==> src/rtl/sg_pkg.sv <==
package sg_pkg;

  typedef enum logic [1:0] {
    OP_RD  = 2'd0,
    OP_WR  = 2'd1,
    OP_RBC = 2'd2,
    OP_WBC = 2'd3
  } sg_op_e;

  typedef enum logic [1:0] {
    FLD_TAG = 2'd0,
    FLD_IDX = 2'd1,
    FLD_OFF = 2'd2
  } sg_field_e;

  localparam int unsigned RNG_W = 32;

  // Taps 32,22,2,1 give a maximal-length sequence.
  function automatic logic [RNG_W-1:0] rng_step(input logic [RNG_W-1:0] s);
    return {s[RNG_W-2:0], s[31] ^ s[21] ^ s[1] ^ s[0]};
  endfunction

  function automatic logic [31:0] tag_limit(input logic [2:0] k);
    case (k)
      3'd0: return 32'h0001;
      3'd1: return 32'h0002;
      3'd2: return 32'h0004;
      3'd3: return 32'h0008;
      3'd4: return 32'h000F;
      3'd5: return 32'h00FF;
      3'd6: return 32'h0FFF;
      default: return 32'hFFFF;
    endcase
  endfunction

  function automatic logic [31:0] idx_limit(input logic [2:0] k);
    case (k)
      3'd0: return 32'h000;
      3'd1: return 32'h001;
      3'd2: return 32'h002;
      3'd3: return 32'h004;
      3'd4: return 32'h008;
      3'd5: return 32'h00F;
      3'd6: return 32'h0FF;
      default: return 32'hFFF;
    endcase
  endfunction

  function automatic logic [31:0] off_limit(input logic [2:0] k);
    case (k)
      3'd0: return 32'h1;
      3'd1: return 32'h2;
      3'd2: return 32'h4;
      3'd3: return 32'h8;
      3'd4: return 32'hA;
      3'd5: return 32'hB;
      3'd6: return 32'hC;
      default: return 32'hF;
    endcase
  endfunction

endpackage

==> src/rtl/sg_rng.sv <==
module sg_rng
  import sg_pkg::*;
#(
  parameter logic [RNG_W-1:0] RST_STATE = 32'h0000_0001
) (
  input  logic             clk,
  input  logic             rst_n,
  input  logic             seed_load,
  input  logic [RNG_W-1:0] seed_val,
  output logic [RNG_W-1:0] state
);
  logic [RNG_W-1:0] seed_fixed;

  // An all-zero state would lock the register; replace it with 1.
  assign seed_fixed = (seed_val == '0) ? RNG_W'(1) : seed_val;

  always_ff @(posedge clk) begin
    if (!rst_n)         state <= RST_STATE;
    else if (seed_load) state <= seed_fixed;
    else                state <= rng_step(state);
  end
endmodule

==> src/rtl/sg_field_bound.sv <==
module sg_field_bound
  import sg_pkg::*;
#(
  parameter int unsigned W    = 16,
  parameter sg_field_e   KIND = FLD_TAG
) (
  input  logic [W-1:0] raw,
  input  logic [2:0]   sel,
  output logic [W-1:0] val,
  output logic [W-1:0] lim
);
  localparam int unsigned SW = W + 1;

  logic [31:0]   lim_full;
  logic [SW-1:0] span;
  logic [SW-1:0] rem;

  generate
    if (KIND == FLD_TAG) begin : g_tag
      assign lim_full = tag_limit(sel);
    end else if (KIND == FLD_IDX) begin : g_idx
      assign lim_full = idx_limit(sel);
    end else begin : g_off
      assign lim_full = off_limit(sel);
    end
  endgenerate

  assign lim  = lim_full[W-1:0];
  assign span = {1'b0, lim} + SW'(1);
  assign rem  = {1'b0, raw} % span;
  assign val  = rem[W-1:0];
endmodule

==> src/rtl/sg_op_pick.sv <==
module sg_op_pick
  import sg_pkg::*;
#(
  parameter int unsigned WGT_W  = 8,
  parameter int unsigned DRAW_W = 8
) (
  input  logic [WGT_W-1:0]  w_rd,
  input  logic [WGT_W-1:0]  w_wr,
  input  logic [WGT_W-1:0]  w_rb,
  input  logic [WGT_W-1:0]  w_wb,
  input  logic [DRAW_W-1:0] draw,
  output sg_op_e            op
);
  localparam int unsigned SUM_W  = WGT_W + 2;
  localparam int unsigned PROD_W = SUM_W + DRAW_W;

  logic [SUM_W-1:0]  cum0, cum1, cum2, total;
  logic [PROD_W-1:0] prod;
  logic [SUM_W-1:0]  pos;

  assign cum0  = SUM_W'(w_rd);
  assign cum1  = cum0 + SUM_W'(w_wr);
  assign cum2  = cum1 + SUM_W'(w_rb);
  assign total = cum2 + SUM_W'(w_wb);

  // Scale the draw into [0, total) so each weight owns its share.
  assign prod = PROD_W'(draw) * PROD_W'(total);
  assign pos  = prod[PROD_W-1:DRAW_W];

  always_comb begin
    if (total == '0)      op = OP_RD;
    else if (pos < cum0)  op = OP_RD;
    else if (pos < cum1)  op = OP_WR;
    else if (pos < cum2)  op = OP_RBC;
    else                  op = OP_WBC;
  end
endmodule

==> src/rtl/stim_addr_gen.sv <==
module stim_addr_gen
  import sg_pkg::*;
#(
  parameter int unsigned TAG_W  = 16,
  parameter int unsigned IDX_W  = 12,
  parameter int unsigned OFF_W  = 4,
  parameter int unsigned WGT_W  = 8,
  parameter int unsigned DRAW_W = 8
) (
  input  logic                            clk,
  input  logic                            rst_n,
  input  logic                            seed_load,
  input  logic [31:0]                     seed_val,
  input  logic                            enable,
  input  logic [2:0]                      tag_sel,
  input  logic [2:0]                      idx_sel,
  input  logic [2:0]                      off_sel,
  input  logic [WGT_W-1:0]                w_read,
  input  logic [WGT_W-1:0]                w_write,
  input  logic [WGT_W-1:0]                w_rdbc,
  input  logic [WGT_W-1:0]                w_wrbc,
  output logic                            req_valid,
  input  logic                            req_ready,
  output logic [TAG_W+IDX_W+OFF_W-1:0]    req_addr,
  output logic [1:0]                      req_op
);
  localparam int unsigned ADDR_W = TAG_W + IDX_W + OFF_W;

  logic [RNG_W-1:0]  rng_state;
  logic [TAG_W-1:0]  tag_v, tag_lim;
  logic [IDX_W-1:0]  idx_v, idx_lim;
  logic [OFF_W-1:0]  off_v, off_lim;
  logic [DRAW_W-1:0] draw;
  sg_op_e            op_pick;

  // Named events for the checker.
  logic hold_w;
  logic load_w;

  sg_rng u_rng (
    .clk       (clk),
    .rst_n     (rst_n),
    .seed_load (seed_load),
    .seed_val  (seed_val),
    .state     (rng_state)
  );

  sg_field_bound #(.W(TAG_W), .KIND(FLD_TAG)) u_tag (
    .raw (rng_state[ADDR_W-1 -: TAG_W]),
    .sel (tag_sel),
    .val (tag_v),
    .lim (tag_lim)
  );

  sg_field_bound #(.W(IDX_W), .KIND(FLD_IDX)) u_idx (
    .raw (rng_state[OFF_W +: IDX_W]),
    .sel (idx_sel),
    .val (idx_v),
    .lim (idx_lim)
  );

  sg_field_bound #(.W(OFF_W), .KIND(FLD_OFF)) u_off (
    .raw (rng_state[OFF_W-1:0]),
    .sel (off_sel),
    .val (off_v),
    .lim (off_lim)
  );

  assign draw = rng_state[DRAW_W-1:0] ^ rng_state[RNG_W-1 -: DRAW_W];

  sg_op_pick #(.WGT_W(WGT_W), .DRAW_W(DRAW_W)) u_op (
    .w_rd (w_read),
    .w_wr (w_write),
    .w_rb (w_rdbc),
    .w_wb (w_wrbc),
    .draw (draw),
    .op   (op_pick)
  );

  assign hold_w = req_valid && !req_ready;
  assign load_w = enable && !hold_w;

  always_ff @(posedge clk) begin
    if (!rst_n) begin
      req_valid <= 1'b0;
      req_addr  <= '0;
      req_op    <= OP_RD;
    end else if (load_w) begin
      req_valid <= 1'b1;
      req_addr  <= {tag_v, idx_v, off_v};
      req_op    <= op_pick;
    end else if (!hold_w) begin
      req_valid <= 1'b0;
    end
  end
endmodule

==> config.mk <==
export PLATFORM = sky130hd
export DESIGN_NAME = stim_addr_gen
export DESIGN_NICKNAME = d
export VERILOG_FILES = /design/src/rtl/sg_pkg.sv /design/src/rtl/sg_rng.sv /design/src/rtl/sg_field_bound.sv /design/src/rtl/sg_op_pick.sv /design/src/rtl/stim_addr_gen.sv
export SDC_FILE = /design/constraint.sdc
export NUM_CORES = 1
export LEC_CHECK = 0
export BUFFER_PORTS_ARGS = -buffer_cell sky130_fd_sc_hd__buf_2
export CAP_MARGIN = 20
export CORE_MARGIN = 3
export CORE_UTILIZATION = 30
export DETAILED_ROUTE_END_ITERATION = 8
export RECOVER_POWER = 100
export SLEW_MARGIN = 20
export SYNTH_ARGS = -nofsm -noshare
export SYNTH_HDL_FRONTEND = slang
export SYNTH_SLANG_ARGS = --single-unit
export TNS_END_PERCENT = 50
==> constraint.sdc <==
create_clock -name clk -period 83.6 [get_ports clk]
set_clock_uncertainty 0.1 [all_clocks]
set_input_delay 8.36 -clock clk [delete_from_list [all_inputs] [get_ports clk]]
set_output_delay 8.36 -clock clk [all_outputs]
set_load 0.05 [all_outputs]
Yosys cells after proc, flatten, opt, wreduce, memory -nomap -nowiden
Index checks and enable logic that the tools add are counted.
{"block": "totals", "reg_bits": 67, "in_bits": 78, "out_inout_bits": 35, "elab_cells": 60}
{"block": "op_classes", "n_addsub": 6, "multipliers": 1, "div": 3, "n_lt_le_gt_ge": 3, "eq_ne": 19, "mux": 11, "bitwise": 4, "n_reduce_logical": 9}
{"cell": "$pmux 16 s7", "count": 1}
{"cell": "$pmux 12 s7", "count": 1}
{"cell": "$mux 32", "count": 2}
{"cell": "$logic_not 32->1", "count": 1}
{"cell": "$pmux 4 s7", "count": 1}
{"cell": "$eq 3x3->1 const B", "count": 9}
{"cell": "$add 10x8->10", "count": 2}
{"cell": "$lt 10x10->1", "count": 2}
{"cell": "$eq 3x2->1 const B", "count": 6}
{"cell": "$mul 8x10->18", "count": 1}
{"cell": "$add 16x1->17 const B", "count": 1}
{"cell": "$mod 16x17->17", "count": 1}
{"cell": "$add 12x1->13 const B", "count": 1}
{"cell": "$mod 12x13->13", "count": 1}
{"cell": "$logic_not 10->1", "count": 1}
{"cell": "$lt 10x8->1", "count": 1}
{"cell": "$add 8x8->9", "count": 1}
{"cell": "$eq 3x1->1 const B", "count": 3}
{"cell": "$logic_not 3->1", "count": 3}
{"cell": "$xor 8x8->8", "count": 1}
{"cell": "$mux 2", "count": 3}
{"cell": "$add 4x1->5 const B", "count": 1}
{"cell": "$mod 4x5->5", "count": 1}
{"cell": "$mux 1", "count": 3}
{"cell": "4 further kinds", "count": 8}

Logic depth before layout (Yosys ltp)
Gate-level depths: netlist of run 1.
{"block": "depth", "ltp_word": 9, "ltp_mapped": 146, "mapped_depth_nobuf": 136}

By module
From an unflattened synthesis of run 1, not the netlist that was laid out.
{"block": "unflattened", "cells_unflattened": 2877, "area_unflattened_um2": 21828.4}
{"module": "sg_field_bound at u_tag", "instances": 1, "cells_each": 1320, "area_per_inst_um2": 9272.6, "seq_area_each_um2": 0.0}
{"module": "sg_field_bound at u_idx", "instances": 1, "cells_each": 690, "area_per_inst_um2": 4923.5, "seq_area_each_um2": 0.0}
{"module": "sg_op_pick", "instances": 1, "cells_each": 492, "area_per_inst_um2": 4058.9, "seq_area_each_um2": 0.0}
{"module": "stim_addr_gen", "instances": 1, "cells_each": 160, "area_per_inst_um2": 1510.2, "seq_area_each_um2": 700.7}
{"module": "sg_rng", "instances": 1, "cells_each": 118, "area_per_inst_um2": 1320.0, "seq_area_each_um2": 640.6}
{"module": "sg_field_bound at u_off", "instances": 1, "cells_each": 97, "area_per_inst_um2": 743.2, "seq_area_each_um2": 0.0}

Worst setup path before layout of run 1
OpenSTA, ideal clock, no wires.
{"block": "synth_timing", "path_type": "in2reg", "start": "input port tag_sel[1]", "end": "register req_addr[30]", "setup_ps": 117, "arrival_ps": 37575, "required_time_ps": 83383, "setup_slack_ps": 45808, "cell_stages": 141, "n_path_buf": 15, "cell_sequence": "buf_2 nor2_1 or2_2 ha_1 buf_2 and2_1 ha_1 nor2_1 nand4_1 a2111oi_2 ha_1 o21a_1 o21a_1 nand2_1 mux2_2 ha_1 and2_1 or3_1 (+105 left out) a21oi_1 nand2b_1 nand2_1 a21oi_1 clkbuf_1 nor3b_1 a21oi_1 inv_1 ha_1 nand3_1 o21bai_1 a41oi_1 o211a_1 o311ai_0 a31oi_1 clkbuf_1 mux2i_1 a32o_1"}
{"block": "synth_between", "elab_chain_len": 4, "elab_cells_between_ends": 10, "classes_between": "add/sub: 1; div: 1; eq/ne: 6; mux: 1; reduce/logical: 1"}
{"item": "start, declared", "line": "stim_addr_gen.sv:15", "rtl": "input logic [2:0] tag_sel,"}
{"item": "$eq 3x3->1, or another cell as far along", "line": "sg_pkg.sv:24", "rtl": "case (k)"}
{"item": "$pmux 16 s7 *", "line": "sg_pkg.sv:24"}
{"item": "$add 16x1->17 *", "line": "sg_field_bound.sv:29", "rtl": "assign span = {1'b0, lim} + SW'(1);"}
{"item": "$mod 16x17->17 *", "line": "sg_field_bound.sv:30", "rtl": "assign rem = {1'b0, raw} % span;"}
{"item": "end signal, assigned", "line": "stim_addr_gen.sv:90", "rtl": "req_addr <= {tag_v, idx_v, off_v};"}
{"item": "end, declared", "line": "stim_addr_gen.sv:24", "rtl": "output logic [TAG_W+IDX_W+OFF_W-1:0] req_addr,"}
Mark *: on every way between the ends. The rest lies on a longest branch, timed or not.
A chain may end at the register's enable or synchronous reset.

Worst setup path in the final report of run 1
{"block": "layout_timing", "start": "input port tag_sel[0]", "end": "register req_addr[23]"}
Same word-level chain as after synthesis.

==> impl_metrics.json, run 1 <==
{
  "fraction_of_registers_with_async_set_or_reset_after_synthesis_pct": 0,
  "clkSinkCount": 67,
  "cts-htree-levels": 3,
  "finalHoldViolations": 0,
  "fmaxAchievable_mhz": 21.0,
  "final_critical_path_share_of_the_clock_period_pct": 57.0,
  "synth_area_leaders": "ha_1, dfxtp_1, fa_1, nor2_1, xnor2_1",
  "floorplan.die_area_mm2": 0.0714,
  "tns_ns": 0,
  "master_of_the_slowest_instance_on_the_critical_path": "or2_0",
  "violations": "capacitance limit, slew limit",
  "start_util_pct": 30.4,
  "yosysTopAreaCell": "ha_1",
  "grt_first_pass_wirelength_um": 104000,
  "critical_path_peak_fanout": 37,
  "final_nets": 3370,
  "critical_path.most_common_cell": "ha_1",
  "ant_nets": 0,
  "critPathArrivalTime_ns": 47.87,
  "max-slew-margin-rel_pct": -20.1,
  "tritoncts.num_buffers": 9,
  "crit_path_start_kind": "input port",
  "number_of_antenna_violations_at_the_first_check_in_global_routing": 1,
  "sequential_to_total_area_share_from_yosys_stat_pct": 6.55,
  "status": "finished with violations",
  "ios": 113,
  "largest_family_of_logic_cells_by_synthesized_area": "compound AO/OA/AOI/OAI gates",
  "congestion_overflow_gr": 0,
  "clk_transition_reported_paths_ns": 0.07,
  "wl_per_cell_um": 17.6,
  "overall_fraction_of_global_route_tracks_in_use_pct": 18.1,
  "finalMaxSlewViolations": 117,
  "synth-main-ff-cell": "dfxtp_1",
  "chipHeight_um": 267,
  "clock_insertion_delay_worst_skew_ns": 0.36,
  "cts_max_path_buffers": 2,
  "syn_area_mm2": 0.0205,
  "worst_hold_path_type": "reg -> reg",
  "worstMarginPinSlew_ns": 1.80,
  "place.gp.congestion": 0.960,
  "clock_tree.root_cell": "clkbuf_16",
  "finalSetupViolations": 0,
  "grt_setup_unrepaired": "false",
  "cts_tree": "yes",
  "placement_rows": 95,
  "final_layout_size_suffix_gt1_share_pct": 6.32,
  "grt_start_max_net_pins": 45,
  "number_of_flops_mapped_to_enable_cells_by_yosys": 0,
  "grt_pass1_vias": 19300,
  "timing.max_cap.violations": 4,
  "postRouteWirelength_um": 66300,
  "slowest_stage_delay_on_critical_path_ns": 1.21,
  "post_synth_inst_count": 2768,
  "synthDistinctLibCells": 101,
  "area.growth.synth_to_final_pct": 9.42,
  "cts_hold_repair.buffers": 0,
  "path_delay_family": "compound AO/OA/AOI/OAI gates",
  "end_kind": "flop",
  "die_span_in_x_um": 267,
  "dr.pass1.iters": 6,
  "finalWorstPathRequiredPeriod_ns": 47.68,
  "routed_via_density": 5.52,
  "io_buffer_count": 112,
  "path_buf_inv": 13,
  "post_synthesis_compound_gate_area_fraction_pct": 27.7,
  "multiplexer_share_of_the_synthesized_area_pct": 4.35,
  "synthesis.yosys.warnings": 0,
  "synthSimpleGateAreaFrac_pct": 22.2,
  "syn_area_per_cell_um2": 7.40,
  "core_region_area_mm2": 0.0674,
  "drc_errors": 0,
  "ys_seq_elements": 67,
  "fraction_of_the_mapped_netlist_area_in_adder_cells_pct": 26.6,
  "postCtsSetupBuffers": 0,
  "synthDominantCellAreaShare_pct": 21.3,
  "worstSetupPathType": "in -> reg",
  "drt_iter0_markers": 1718,
  "critical_path_required_ns": 83.78,
  "vias": 20800,
  "hpwl_um": 54000,
  "post_cts_resize_count": 0,
  "post_synth_xor_area_fraction_pct": 7.40
}
-- worst paths after layout --
path | cells past startpoint | startpoint | to | slack, ns
max | 133 | tag_sel[0] | req_addr[23] | 35.92
min | 2 | req_addr[1] | req_addr[1] | 0.36
max reg2reg | 127 | u_rng.state[16] | req_addr[23] | 45.22
min reg2reg | 2 | req_addr[1] | req_addr[1] | 0.36
-- final cells by class --
type | count | area (µm²)
multi-input cells | 2485 | 18300
clock buffers | 9 | 225
clock inverters | 7 | 81.3
inverters | 192 | 721
diodes | 1 | 2.50
repair buffers | 135 | 663
fillers | 7242 | 45000
well taps | 873 | 1090
flip-flops and latches | 67 | 1340
-- metrics by stage --
step / area, µm² / hold WS, ns / instances / utilization (%) / worst slack (ns)
CTS: 22500 / 0.360 / 3768 / 33.4 / 40.90
global placement: 22200 / 0.338 / 3752 / 33.0 / 41.30
detailed placement: 22200 / 0.349 / 3752 / 33.0 / 40.61
finish: 22400 / 0.359 / 3769 / 33.2 / 35.92
global route: 22400 / 0.386 / 3769 / 33.2 / 32.13
floorplan: 20700 / 0.381 / 2829 / - / 45.81
-- synthesized netlist by cell type (7+ instances only) --
| cell type | instances |
|---|---|
| o2111ai_1 | 10 |
| o21ai_0 | 149 |
| a211oi_1 | 39 |
| nor3_1 | 97 |
| and4_1 | 8 |
| a31o_2 | 7 |
| and2_1 | 38 |
| a31oi_1 | 28 |
| or2_2 | 23 |
| nand2b_1 | 30 |
| nand2_1 | 218 |
| mux2i_1 | 59 |
| o211a_1 | 9 |
| a211o_1 | 9 |
| xnor2_1 | 108 |
| nor4_1 | 26 |
| o21a_1 | 88 |
| clkbuf_1 | 72 |
| buf_2 | 10 |
| ha_1 | 349 |
| o31a_1 | 9 |
| or3_1 | 43 |
| and3_1 | 31 |
| a311oi_1 | 7 |
| o21bai_1 | 10 |
| nor2_1 | 269 |
| o31ai_1 | 22 |
| nor2b_1 | 43 |
| nand4_1 | 28 |
| a21boi_0 | 18 |
| a21o_1 | 83 |
| mux2_2 | 24 |
| o211ai_1 | 39 |
| a2111oi_0 | 9 |
| a21oi_1 | 176 |
| nand3_1 | 48 |
| a41oi_1 | 9 |
| dfxtp_1 | 67 |
| o22ai_1 | 8 |
| xor2_1 | 65 |
| o311ai_0 | 8 |
| fa_1 | 53 |
| inv_1 | 190 |
-- flip-flops by register name, summed over array words and instances, names as in the netlist --
register / cells
req_op: 2
req_addr: 32
req_valid: 1
u_rng.state: 32
-- per-layer routing --
metal | up-vias | share of wire, % | global-route usage, %
met3 | 77 | 7.1 | 2.74
li1 | 10400 | - | -
met5 | - | 0 | 0
met1 | 9690 | 48 | 26.0
met2 | 649 | 43 | 28.5
met4 | 0 | 1.9 | 4.15
-- layout by cell type (no fill, tap or decap), drive strengths merged, types with 39 or more instances in the layout --
master and count:
dfxtp 67, clkbuf 55, or3 44, ha 349, xnor2 108, nand2 218
conb 62, buf 89, o211ai 39, o21ai 156, nor3 98, nor2b 43
and2 39, fa 53, a21oi 177, a211oi 41, xor2 65, a21o 83
inv 194, mux2i 59, nand3 48, nor2 269, o21a 88
-- kinds of logic after synthesis --
family          after synthesis
mux                          85
simple gates                937
fa+ha+maj                   403
compound gates              825
flops                        67
buf+inv                     277
other cells                   1
xor+xnor                    173
-- tightest hold or removal path: stages (launching register included) --
cell and delay (ns):
dfxtp_1 0.31, nand2_1 0.05, a21oi_1 0.05
Power of run 1 is not shown: default switching activity piles up to over one toggle a cycle in this logic, so the estimate is an artifact.
==> run 2, diff against run 1 <==
==> constraint.sdc (replaced) <==
create_clock -name clk -period 39.8 [get_ports clk]
set_clock_uncertainty 0.1 [all_clocks]
set_input_delay 3.98 -clock clk [delete_from_list [all_inputs] [get_ports clk]]
set_output_delay 3.98 -clock clk [all_outputs]
set_load 0.05 [all_outputs]
==> run 2 against run 1 <==
The flow still finishes with violations (capacitance limit, slew limit); global-route usage about the same; utilization increased by 0.20 points; die area unchanged; final cell count unchanged; worst setup slack got worse by 33 ns; sequential share of layout area about the same; largest cell class unchanged; via count decreased by 0.28%.
==> impl_metrics.json, run 2 (synthesis gave the netlist of run 1 again) <==
{
  "finalSetupViolations": 0,
  "final_layout_size_suffix_gt1_share_pct": 7.08,
  "max-slew-margin-rel_pct": -19.2,
  "postRouteWirelength_um": 66300,
  "dr.pass1.iters": 6,
  "cts-htree-levels": 3,
  "beginning_of_the_worst_register_to_register_path": "u_rng.state[16]",
  "multiInputGateArea_mm2": 0.0184,
  "grt_start_max_net_pins": 45,
  "grt_setup_unrepaired": "false",
  "finalWorstPathRequiredPeriod_ns": 37.12,
  "fin_worst_hold_slack_ns": 0.359,
  "layout.cells.most_common": "ha_1",
  "grt_first_pass_wirelength_um": 104000,
  "core_region_area_mm2": 0.0674,
  "holdPathEnd": "req_addr[1]",
  "clk_transition_reported_paths_ns": 0.07,
  "critical_path_peak_fanout": 37,
  "tns_ns": 0,
  "worst_hold_startpoint": "req_addr[1]",
  "finalMaxSlewViolations": 45,
  "fmaxAchievable_mhz": 26.9,
  "postCtsSetupBuffers": 0,
  "worst_hold_path_type": "reg -> reg",
  "congestion_overflow_gr": 0,
  "layout.filler_cells": 7185,
  "critPathArrivalTime_ns": 37.26,
  "clock_tree.root_cell": "clkbuf_16",
  "die_span_in_x_um": 267,
  "critical_path_required_ns": 39.94,
  "drc_errors": 0,
  "fin_ws_ns": 2.68,
  "clkSinkCount": 67,
  "final_critical_path_share_of_the_clock_period_pct": 93.3,
  "wl_per_cell_um": 17.6,
  "routed_via_density": 5.50,
  "ios": 113,
  "drt_iter0_markers": 1478,
  "crit_path_start_kind": "input port",
  "cts_max_path_buffers": 2,
  "hpwl_um": 54100,
  "ff2ff_setup_slack_ns": 6.54,
  "violations": "capacitance limit, slew limit",
  "place.gp.congestion": 0.961,
  "end_kind": "flop",
  "vias": 20700,
  "start_util_pct": 30.4,
  "status": "finished with violations",
  "hold_path_depth": 2,
  "finish.utilization_pct": 33.4,
  "overall_fraction_of_global_route_tracks_in_use_pct": 18.1,
  "placement_rows": 95,
  "ant_nets": 0,
  "chipHeight_um": 267,
  "register_area_mm2": 0.00134,
  "post_cts_resize_count": 0,
  "final_nets": 3370,
  "rr_worst_depth": 125,
  "layout_common_cells": "ha_1, nor2_1, nand2_1, inv_1, a21oi_1",
  "critical_path.most_common_cell": "ha_1",
  "regToRegEndpoint": "req_addr[25]",
  "cts_tree": "yes",
  "finalHoldViolations": 0,
  "cts_hold_repair.buffers": 0,
  "number_of_antenna_violations_at_the_first_check_in_global_routing": 2,
  "timing.max_cap.violations": 1,
  "worstMarginPinSlew_ns": 1.79,
  "area.growth.synth_to_final_pct": 10.1,
  "floorplan.die_area_mm2": 0.0714,
  "worstSetupPathType": "in -> reg",
  "slowest_stage_delay_on_critical_path_ns": 0.58,
  "tritoncts.num_buffers": 9,
  "placement.setup.worst_slack_ns": 1.29,
  "reg.largest.list": "req_addr (32), u_rng.state (32), req_op (2)",
  "master_of_the_slowest_instance_on_the_critical_path": "a2111oi_1",
  "io_buffer_count": 112,
  "clock_insertion_delay_worst_skew_ns": 0.36,
  "grt_pass1_vias": 19100
}
-- run 2: changes by cell type in the layout (fill, tap and decap cells not counted), sizes merged --
cell and delta:
buf +6, clkbuf -6, clkinv -2, clkinvlp +1
inv +1
-- run 2: metrics by stage --
step                      cell area (µm²)  cells
final                               22500   3769
after global routing                22500   3769
after CTS                           22500   3768
after detailed placement            22200   3752
after global placement              22200   3752
after floorplan                     20700   2829
-- run 2: critical path: cells and delay by family --
family	cells	cell delay, ns
buffers and inverters	14	2.20
adders and majority gates	18	5.95
muxes	4	1.59
AOI/OAI and AO/OA	63	17.71
and+or+nand+nor	32	5.77
-- run 2: how the worst max path moves through the flow --
stage | end | startpoint | depth (start not counted) | slack, ns
global placement | req_addr[25] | tag_sel[0] | 131 | 1.86
finish | req_addr[25] | tag_sel[0] | 131 | 2.68
global route | req_addr[25] | tag_sel[0] | 132 | 0.008
detailed placement | req_addr[25] | tag_sel[0] | 131 | 1.29
CTS | req_addr[25] | tag_sel[0] | 131 | 1.51
floorplan | req_addr[30] | tag_sel[1] | 141 | 6.39
-- run 2: per-layer routing --
metal,routed length (µm),track usage (%)
met1,31900,26.0
met2,28100,28.4
met3,4780,2.54
met4,1620,4.65
met5,8,0
-- run 2: layout make-up --
class	instances	share of cell area, %
multi-input combinational	2485	81.6
sequential	67	5.95
tap	873	4.85
inverter	192	3.20
timing repair buffer	135	3.02
clock buffer	9	1.00
clock inverter	7	0.367
antenna	1	0.0111
Power of run 2 is left out for the same reason.
==> run 3, diff against run 2 <==
--- a/config.mk
+++ b/config.mk
@@ -5,6 +5,7 @@
 export SDC_FILE = /design/constraint.sdc
 export NUM_CORES = 1
 export LEC_CHECK = 0
+export ABC_AREA = 1
 export BUFFER_PORTS_ARGS = -buffer_cell sky130_fd_sc_hd__buf_2
 export CAP_MARGIN = 20
 export CORE_MARGIN = 3
==> run 3 against run 2 <==
Final cell count rose by 8.4%; maximum frequency rose by 6.9%; utilization fell by 0.081 points; critical endpoint is now req_addr[17]; largest cell class unchanged; non-clock buffer count fell by 13; the flow still finishes with violations (capacitance limit, slew limit); die area fell by 2.9%; synthesized cell count rose by 12%; sequential share of layout area rose by 0.23 points; first-iteration DRC count fell by 23%; routed wire length fell by 16%; critical path depth rose by 56; register-to-register slack improved by 3.5 ns; cell area fell by 3.7%.
==> impl_metrics.json, run 3 <==
{
  "postRouteWirelength_um": 55800,
  "number_of_antenna_violations_at_the_first_check_in_global_routing": 2,
  "layout.cells.most_common": "nand2_1",
  "grt_setup_unrepaired": "false",
  "vias": 19700,
  "congestion_overflow_gr": 0,
  "hpwl_um": 47000,
  "cts_hold_repair.buffers": 0,
  "slowest_stage_delay_on_critical_path_ns": 0.89,
  "floorplan.die_area_mm2": 0.0694,
  "yosysTopAreaCell": "ha_1",
  "cts_max_path_buffers": 2,
  "overall_fraction_of_global_route_tracks_in_use_pct": 15.8,
  "finalSetupViolations": 0,
  "clock_insertion_delay_worst_skew_ns": 0.36,
  "grt_first_pass_wirelength_um": 91900,
  "crit_path_start_kind": "input port",
  "chipHeight_um": 263,
  "final_critical_path_share_of_the_clock_period_pct": 87.2,
  "finalWorstPathRequiredPeriod_ns": 34.72,
  "routed_via_density": 4.82,
  "critical_path_peak_fanout": 24,
  "sequential_to_total_area_share_from_yosys_stat_pct": 6.75,
  "number_of_flops_mapped_to_enable_cells_by_yosys": 0,
  "dr.pass1.iters": 6,
  "finalMaxSlewViolations": 112,
  "placement_rows": 93,
  "area.growth.synth_to_final_pct": 9.16,
  "syn_area_per_cell_um2": 6.41,
  "post-synth-top-count-cell": "nand2_1",
  "core_region_area_mm2": 0.0650,
  "synthDominantCellAreaShare_pct": 22.0,
  "grt.met2_usage_pct": 26.0,
  "startpoint": "tag_sel[1]",
  "fraction_of_registers_with_async_set_or_reset_after_synthesis_pct": 0,
  "hold_path_depth": 2,
  "regToRegEndpoint": "req_addr[17]",
  "final_nets": 3707,
  "ff2ff_setup_slack_ns": 10.00,
  "start_util_pct": 30.5,
  "beginning_of_the_worst_register_to_register_path": "u_rng.state[21]",
  "register_area_mm2": 0.00134,
  "master_of_the_slowest_instance_on_the_critical_path": "o21ai_0",
  "synth_area_leaders": "ha_1, nand2_1, inv_1, dfxtp_1, a21oi_1",
  "rr_worst_depth": 180,
  "multiInputGateArea_mm2": 0.0166,
  "timing.max_cap.violations": 2,
  "grt_start_max_net_pins": 65,
  "critical_path_required_ns": 39.86,
  "synthesis.yosys.warnings": 0,
  "ant_nets": 0,
  "synthDistinctLibCells": 74,
  "ys_seq_elements": 67,
  "worst_hold_startpoint": "req_addr[26]",
  "antenna_cells_inserted": 0,
  "synth-main-ff-cell": "dfxtp_1",
  "critical_path.most_common_cell": "nand2_1",
  "layout_common_cells": "nand2_1, inv_1, ha_1, a21oi_1, nand3_1",
  "violations": "capacitance limit, slew limit",
  "cts-htree-levels": 3,
  "tritoncts.num_buffers": 9,
  "die_span_in_x_um": 263,
  "wl_per_cell_um": 13.7,
  "global_route_met1_utilization_pct": 22.3,
  "syn_area_mm2": 0.0199,
  "place.gp.congestion": 0.962,
  "worstSetupPathType": "in -> reg",
  "finalHoldViolations": 0,
  "clkSinkCount": 67,
  "max-slew-margin-rel_pct": -73.1,
  "grt_pass1_vias": 18500,
  "tns_ns": 0,
  "layout.filler_cells": 7164,
  "met3_demand_to_capacity_share_in_global_routing_pct": 1.81,
  "post_synth_inst_count": 3100,
  "worst_hold_path_type": "reg -> reg",
  "fmaxAchievable_mhz": 28.8,
  "worstMarginPinSlew_ns": 2.60,
  "clk_transition_reported_paths_ns": 0.06,
  "io_buffer_count": 112,
  "drt_iter0_markers": 1131,
  "top_usage_layer": "met2",
  "status": "finished with violations",
  "drc_errors": 0,
  "final_layout_size_suffix_gt1_share_pct": 8.69,
  "ios": 113,
  "clock_tree.root_cell": "clkbuf_16",
  "holdPathEnd": "req_addr[26]",
  "cts_tree": "yes",
  "reg.largest.list": "req_addr (32), u_rng.state (32), req_op (2)",
  "end_kind": "flop",
  "postCtsSetupBuffers": 0,
  "post_cts_resize_count": 0,
  "synth.top_cells.by_count": "nand2_1, inv_1, ha_1",
  "critPathArrivalTime_ns": 34.78
}
[run 3: cell types whose count changed in the layout (fill, tap and decap cells not counted), moves of 79 or more]
cell / previous run / this run
o21a_1: 88 / 6
a21oi_1: 171 / 260
inv_1: 191 / 437
nand3_1: 48 / 199
nand2_1: 218 / 723
nor2_1: 269 / 190
[run 3: worst max path at each step]
stage | cells past startpoint | end
global placement | 187 | req_addr[24]
finish | 187 | req_addr[17]
CTS | 188 | req_addr[24]
global route | 187 | req_addr[17]
detailed placement | 188 | req_addr[24]
floorplan | 195 | req_addr[22]
[run 3: critical path: cells and delay by family]
family                     cells  cell delay (ns)
xor gates and xnor gates       2             0.35
adders and majority gates     18             5.88
and+or+nand+nor               99            11.91
AOI/OAI and AO/OA             43             8.14
buffers and inverters         25             4.50
[run 3: through the flow]
step	setup slack (ns)	instances	utilization (%)	cell area [µm²]	hold WS (ns)
CTS	6.44	4087	33.5	21800	0.367
global placement	6.59	4071	33.0	21500	0.355
global route	1.40	4087	33.3	21700	0.387
finish	5.08	4087	33.3	21700	0.368
detailed placement	6.15	4071	33.0	21500	0.358
floorplan	12.12	3161	-	20100	0.413
[run 3: area by class of cell]
type	instances	share of cell area [%]
multi-input combinational	2561	76.6
sequential	67	6.18
tap	855	4.93
clock inverter	7	0.456
timing repair buffer	122	2.68
inverter	466	8.13
clock buffer	9	1.04
[run 3: routing by layer]
| layer | share of wire, % | up-vias | routed length, µm |
|---|---|---|---|
| li1 | - | 10400 | - |
| met1 | 50 | 8811 | 27800 |
| met2 | 44 | 377 | 24500 |
| met3 | 4.7 | 51 | 2600 |
| met4 | 1.5 | 4 | 841 |
| met5 | 0.061 | - | 34 |
[run 3: cell families after synthesis]
family | synth area share [%]
adder cells (fa/ha/maj) | 27.3
AO/OA/AOI/OAI | 18.3
other | 0.0189
buffers and inverters | 10.7
AND/OR/NAND/NOR | 29.1
XOR/XNOR | 7.93
flip-flops | 6.75
Power of run 3 is left out for the same reason.
